==> config.mk <==
export PLATFORM = sky130hd
export DESIGN_NAME = pwm_dt_timer
export DESIGN_NICKNAME = d
export VERILOG_FILES = /design/src/rtl/pwm_dt_pkg.sv /design/src/rtl/pwm_dt_prescaler.sv /design/src/rtl/pwm_dt_counter.sv /design/src/rtl/pwm_dt_deadband.sv /design/src/rtl/pwm_dt_timer.sv
export SDC_FILE = /design/constraint.sdc
export NUM_CORES = 1
export LEC_CHECK = 0
export BUFFER_PORTS_ARGS = -buffer_cell sky130_fd_sc_hd__buf_2
export CAP_MARGIN = 20
export CORE_UTILIZATION = 55
export DETAILED_ROUTE_END_ITERATION = 6
export GPL_ROUTABILITY_DRIVEN = 0
export PLACE_DENSITY = 0.88
export SYNTH_ARGS = -nofsm -noshare
export SYNTH_HDL_FRONTEND = slang
export SYNTH_SLANG_ARGS = --single-unit
export TNS_END_PERCENT = 1
==> constraint.sdc <==
create_clock -name clk -period 3.1 [get_ports clk]
set_clock_uncertainty 0.05 [all_clocks]
set_input_delay 0.155 -clock clk [delete_from_list [all_inputs] [get_ports clk]]
set_output_delay 0.155 -clock clk [all_outputs]
set_load 0.01 [all_outputs]
==> src/rtl/pwm_dt_pkg.sv <==
package pwm_dt_pkg;

    localparam int CNT_W  = 16;
    localparam int PRES_W = 3;
    localparam int DB_W   = 8;

    // Events produced by the counter on one prescaled advance
    typedef struct packed {
        logic tick;
        logic at_match;
        logic at_reload;
    } evt_t;

    // Last prescaler state for a given exponent: 2^sel - 1
    function automatic logic [(1<<PRES_W)-2:0] pres_last(input logic [PRES_W-1:0] sel);
        logic [(1<<PRES_W)-2:0] one;
        one = '0;
        one[0] = 1'b1;
        return (one << sel) - one;
    endfunction

endpackage

==> src/rtl/pwm_dt_prescaler.sv <==
module pwm_dt_prescaler
    import pwm_dt_pkg::*;
#(
    parameter int PW = PRES_W
) (
    input  logic          clk,
    input  logic          rst,
    input  logic          en,
    input  logic [PW-1:0] sel,
    output logic          tick_o
);
    localparam int DIV_W = (1 << PW) - 1;

    logic [DIV_W-1:0] pcnt;
    logic [DIV_W-1:0] last;

    always_comb begin
        last   = DIV_W'(pres_last(PRES_W'(sel)));
        tick_o = en && (pcnt == last);
    end

    always_ff @(posedge clk) begin
        if (rst || !en || tick_o)
            pcnt <= '0;
        else
            pcnt <= pcnt + 1'b1;
    end

    p_pres_clear_r2: assert property (@(posedge clk) disable iff (rst)
        !en |=> (pcnt == '0));

endmodule

==> src/rtl/pwm_dt_counter.sv <==
module pwm_dt_counter
    import pwm_dt_pkg::*;
#(
    parameter int CW = CNT_W
) (
    input  logic          clk,
    input  logic          rst,
    input  logic          en,
    input  logic          tick,
    input  logic          pol,
    input  logic [CW-1:0] reload_val,
    input  logic [CW-1:0] match_val,
    output logic          raw_o,
    output logic          reload_o
);
    localparam logic [CW-1:0] START = CW'(1);

    logic [CW-1:0] cnt;
    evt_t          ev;

    always_comb begin
        ev.tick      = tick;
        ev.at_reload = tick && (cnt >= reload_val);
        ev.at_match  = tick && (cnt == match_val);
    end

    always_ff @(posedge clk) begin
        if (rst) begin
            cnt      <= START;
            raw_o    <= 1'b0;
            reload_o <= 1'b0;
        end else if (!en) begin
            cnt      <= START;
            raw_o    <= ~pol;
            reload_o <= 1'b0;
        end else begin
            reload_o <= ev.at_reload;
            if (ev.at_reload) begin
                cnt   <= START;
                raw_o <= ~pol;
            end else begin
                if (ev.tick)
                    cnt <= cnt + 1'b1;
                if (ev.at_match)
                    raw_o <= pol;
            end
        end
    end

    p_reload_restart_r3: assert property (@(posedge clk) disable iff (rst)
        reload_o |-> (cnt == START));

endmodule

==> src/rtl/pwm_dt_deadband.sv <==
module pwm_dt_deadband
    import pwm_dt_pkg::*;
#(
    parameter int DW = DB_W
) (
    input  logic          clk,
    input  logic          rst,
    input  logic          frc,
    input  logic          frc_val,
    input  logic          want,
    input  logic [DW-1:0] dead,
    output logic          q
);
    logic [DW-1:0] wait_cnt;

    always_ff @(posedge clk) begin
        if (rst) begin
            q        <= 1'b0;
            wait_cnt <= '0;
        end else if (frc) begin
            q        <= frc_val;
            wait_cnt <= '0;
        end else if (!want) begin
            q        <= 1'b0;           // fall at once, drop any pending rise
            wait_cnt <= '0;
        end else if (q) begin
            wait_cnt <= '0;
        end else if (wait_cnt == dead) begin
            q        <= 1'b1;
            wait_cnt <= '0;
        end else begin
            wait_cnt <= wait_cnt + 1'b1;
        end
    end

    p_fall_now_r6: assert property (@(posedge clk) disable iff (rst)
        (!frc && !want) |=> !q);

    p_cancel_r7: assert property (@(posedge clk) disable iff (rst)
        (!frc && !want && !q) |=> (wait_cnt == '0));

endmodule

==> src/rtl/pwm_dt_timer.sv <==
module pwm_dt_timer
    import pwm_dt_pkg::*;
#(
    parameter int CW = CNT_W,
    parameter int PW = PRES_W,
    parameter int DW = DB_W
) (
    input  logic          clk,
    input  logic          rst,
    input  logic          en,
    input  logic [PW-1:0] pres_sel,
    input  logic          pol,
    input  logic [CW-1:0] reload_val,
    input  logic [CW-1:0] match_val,
    input  logic [DW-1:0] dead_cyc,
    output logic          pwm_out,
    output logic          pwm_out_n,
    output logic          reload_pulse
);
    localparam int NOUT = 2;

    logic            tick;
    logic            raw;
    logic [NOUT-1:0] want_v;
    logic [NOUT-1:0] idle_v;
    logic [NOUT-1:0] q_v;

    pwm_dt_prescaler #(.PW(PW)) u_pres (
        .clk    (clk),
        .rst    (rst),
        .en     (en),
        .sel    (pres_sel),
        .tick_o (tick)
    );

    pwm_dt_counter #(.CW(CW)) u_cnt (
        .clk        (clk),
        .rst        (rst),
        .en         (en),
        .tick       (tick),
        .pol        (pol),
        .reload_val (reload_val),
        .match_val  (match_val),
        .raw_o      (raw),
        .reload_o   (reload_pulse)
    );

    // Index 0 is the primary output, index 1 the complement
    for (genvar g = 0; g < NOUT; g++) begin : g_out
        assign want_v[g] = (g == 0) ? raw  : ~raw;
        assign idle_v[g] = (g == 0) ? ~pol : pol;

        pwm_dt_deadband #(.DW(DW)) u_db (
            .clk     (clk),
            .rst     (rst),
            .frc     (!en),
            .frc_val (idle_v[g]),
            .want    (want_v[g]),
            .dead    (dead_cyc),
            .q       (q_v[g])
        );
    end

    assign pwm_out   = q_v[0];
    assign pwm_out_n = q_v[1];

    p_no_overlap_r5: assert property (@(posedge clk) disable iff (rst)
        !(pwm_out && pwm_out_n));

    p_idle_levels_r8: assert property (@(posedge clk) disable iff (rst)
        !en |=> (pwm_out == !$past(pol)) && (pwm_out_n == $past(pol)));

endmodule

==> flow_metrics.env <==
export IMPL_rows=25
export IMPL_multiInputGateArea_um2=1800
export IMPL_path_depth=9
export IMPL_p_clk_share_pct=34.1
export IMPL_synth_cell_types=48
export IMPL_vias_per_cell=5.45
export IMPL_ant_nets=0
export IMPL_num_vias=2422
export IMPL_post_route_min_period_ps=2630
export IMPL_drc_errors=0
export IMPL_dpl_hpwl_mm=4.59
export IMPL_grt_pass1_vias=2310
export IMPL_grt_pass1_wl_mm=10.0
export IMPL_crit_buf_inv=1
export IMPL_drt_total_wl_mm=5.90
export IMPL_cts_repair_timing_setup_buffer_count=0
export IMPL_grt_max_degree=16
export IMPL_hold_path_class="in -> reg"
export IMPL_grt_antenna_before_repair=0
export IMPL_syn_inst=329
export IMPL_netlist_area_um2=2790
export IMPL_ctsResizeCount=0
export IMPL_drive_gt1_share_pct=16.7
export IMPL_hp_start="rst"
export IMPL_cts_made_buffers=5
export IMPL_drv_cap=0
export IMPL_yosysWarnings=0
export IMPL_swShare_pct=25.5
export IMPL_critPathTopFamily="compound AO/OA/AOI/OAI gates"
export IMPL_cp_start_kind="register"
export IMPL_setup_violations=0
export IMPL_whs_path_depth=2
export IMPL_relSlewSlack_pct=51.5
export IMPL_synth_edff_count=0
export IMPL_overflow=0
export IMPL_drt_iter0_markers=117
export IMPL_rsz0062_at_grt="no"
export IMPL_pwr_density_cell_nw_per_um2=327
export IMPL_run_status="finished clean"
export IMPL_drtPass1Iterations=5
export IMPL_routed_top_layer="met4"
export IMPL_route_met2_wl_mm=2.89
export IMPL_cts_sinks=43
export IMPL_path_class="reg -> reg"
export IMPL_core_area_um2=4820
export IMPL_ys_ff_latch=43
export IMPL_r2r_start="u_cnt.cnt[0]"
export IMPL_syn_num_nets=397
export IMPL_path_cells="inv_1 -> ha_1 -> nor2_1 -> a21oi_1 -> o41ai_1 -> a221oi_1 -> o31ai_4 -> a21boi_1 -> a311oi_1"
export IMPL_clk_latency_ps=300
export IMPL_switchingPower_mw=0.264
export IMPL_required_ps=3240
export IMPL_drv_slew=0
export IMPL_portBuffers=49
export IMPL_fillers=406
export IMPL_cts_hold_buf=0
export IMPL_cp_max_fo=7
export IMPL_die_width_um=73.2
export IMPL_die_y_um=73.2
export IMPL_cts_tree="done"
export IMPL_fin_crit_sh_pct=84.8
export IMPL_crit_path_end="u_cnt.raw_o"
export IMPL_p_seq_share_pct=54.4
export IMPL_avgSynthCellArea_um2=8.48
export IMPL_grt_total_usage_pct=24.2
export IMPL_post_drt_wl_per_cell_um=13.3
export IMPL_leakagePower_nw=1.32
export IMPL_reg2reg_to="u_cnt.raw_o"
export IMPL_areaGrowthSynthToFinish_pct=13.2
export IMPL_path_clk_slew_ps=80
export IMPL_reg2regPathDepth=9
export IMPL_pin_count=50
export IMPL_cpPeakStageDelay_ps=470
export IMPL_finalSetupTns_ps=0
export IMPL_max_freq_ghz=0.380
export IMPL_ff_latch_area_um2=861
export IMPL_synth_seq_area_share_pct=30.8
export IMPL_arrival_ps=2770
export IMPL_crit_start="u_cnt.cnt[0]"
export IMPL_p_int_mw=0.771
export IMPL_cts_root_buf="clkbuf_8"
export IMPL_cts_max_path_buffers=2
export IMPL_die_area_um2=5360
export IMPL_nets=444
export IMPL_power_frac_comb_pct=11.6
export IMPL_wl_met3_um=370
export IMPL_hold_viol_final=0
export IMPL_totalPowerFinal_mw=1.03
export IMPL_peakVddDrop_mv=0.168
export IMPL_h_tree_depth=2
export IMPL_crit_path_top_delay_cell="dfxtp_1"
export IMPL_drt_met1_wl_mm=2.53
export IMPL_start_util_pct=57.9
export IMPL_cp_end_kind="register"
export IMPL_antenna_cells=0
export IMPL_r2r_slack_ps=470
export IMPL_tightestPinTransition_ps=723
export IMPL_async_flop_share_pct=0
export IMPL_synth_ff_type="dfxtp_1"
metal layers:
layer	up-vias	track usage, %
met3	14	5.11
met4	0	8.06
li1	1224	-
met5	-	0
met2	75	42.1
met1	1109	29.5
synth_stat cells, drive strengths merged, types with 9 or more instances:
cell | count | area share, %
xor2 | 30 | 9.4
inv | 21 | 2.8
xnor2 | 38 | 12
nor4 | 9 | 2.0
nand2 | 16 | 2.4
a21oi | 10 | 1.9
nor2 | 47 | 6.3
nand4 | 9 | 2.0
nand3 | 22 | 3.9
dfxtp | 43 | 31
and3 | 10 | 2.2
ha | 21 | 9.4
power groups by stage:
stage,logic [mW],clock network (mW),registers (mW)
2_1_floorplan,0.0705,0,0.575
4_1_cts,0.120,0.359,0.562
3_5_place_dp,0.119,0,0.575
5_1_grt,0.134,0.388,0.563
3_3_place_gp,0.114,0,0.575
6_report,0.120,0.353,0.562
kinds of logic (layout without fill, tap and decap cells):
kind of cell	count (synthesis)	after routing	synth area share (%)
AND/OR/NAND/NOR	132	132	23.4
XOR/XNOR	68	68	21.3
flip-flops	43	43	30.8
AO/OA/AOI/OAI	33	33	9.82
buffers and inverters	31	79	4.84
adder cells (fa/ha/maj)	21	21	9.41
multiplexers	1	1	0.359
stage by stage:
stage,setup slack (ps),hold WS [ps],instances,util [%],instance area [um^2]
2_1_floorplan,694,174,329,-,2790
3_3_place_gp,485,326,436,63.8,3070
3_5_place_dp,347,338,436,63.8,3070
4_1_cts,430,20.6,444,65.6,3160
5_1_grt,269,16.7,444,65.6,3160
6_report,471,30.0,444,65.6,3160
final cells by class:
type                    instances  area share, %
clock buffers                   5           2.18
flip-flops and latches         43           27.2
well taps                      67           2.65
inverters                      21           2.49
multi-input cells             255           56.8
clock inverters                 3          0.633
repair buffers                 50           8.00
flip-flops by register name, indices dropped and copies added, names as in the netlist:
register and flops:
g_out.u_db.wait_cnt 16, u_cnt.cnt 16, u_pres.pcnt 7, g_out.u_db.q 2
u_cnt.raw_o 1, u_cnt.reload_o 1
cells in the final DEF (no fill, tap or decap), types with 2 or more instances in the layout:
| cell type | netlist | routed |
|---|---|---|
| nand2_1 | 15 | 15 |
| inv_1 | 21 | 21 |
| a21oi_1 | 9 | 9 |
| nor2_1 | 47 | 47 |
| nand4_1 | 9 | 9 |
| a211o_1 | 2 | 2 |
| nand2b_1 | 4 | 4 |
| xnor2_1 | 38 | 38 |
| buf_2 | 2 | 49 |
| dfxtp_1 | 43 | 43 |
| and3_1 | 10 | 10 |
| nor4b_1 | 2 | 2 |
| xor2_1 | 30 | 30 |
| o21ai_0 | 2 | 2 |
| nor3_1 | 4 | 4 |
| nor2b_1 | 2 | 2 |
| a21o_1 | 3 | 3 |
| or3_1 | 2 | 2 |
| clkbuf_8 | 0 | 5 |
| ha_1 | 21 | 21 |
| nor4_1 | 9 | 9 |
| clkinvlp_4 | 0 | 2 |
| nand3_1 | 22 | 22 |
| o211ai_1 | 2 | 2 |
worst min path at each step:
stage | to | slack (ps)
after floorplan | g_out[1].u_db.q | 170
after global placement | g_out[1].u_db.q | 330
after detailed placement | g_out[1].u_db.q | 340
after CTS | g_out[0].u_db.q | 20
after global routing | g_out[1].u_db.q | 20
final | g_out[0].u_db.q | 30
Power figures use the tool's default switching activity.
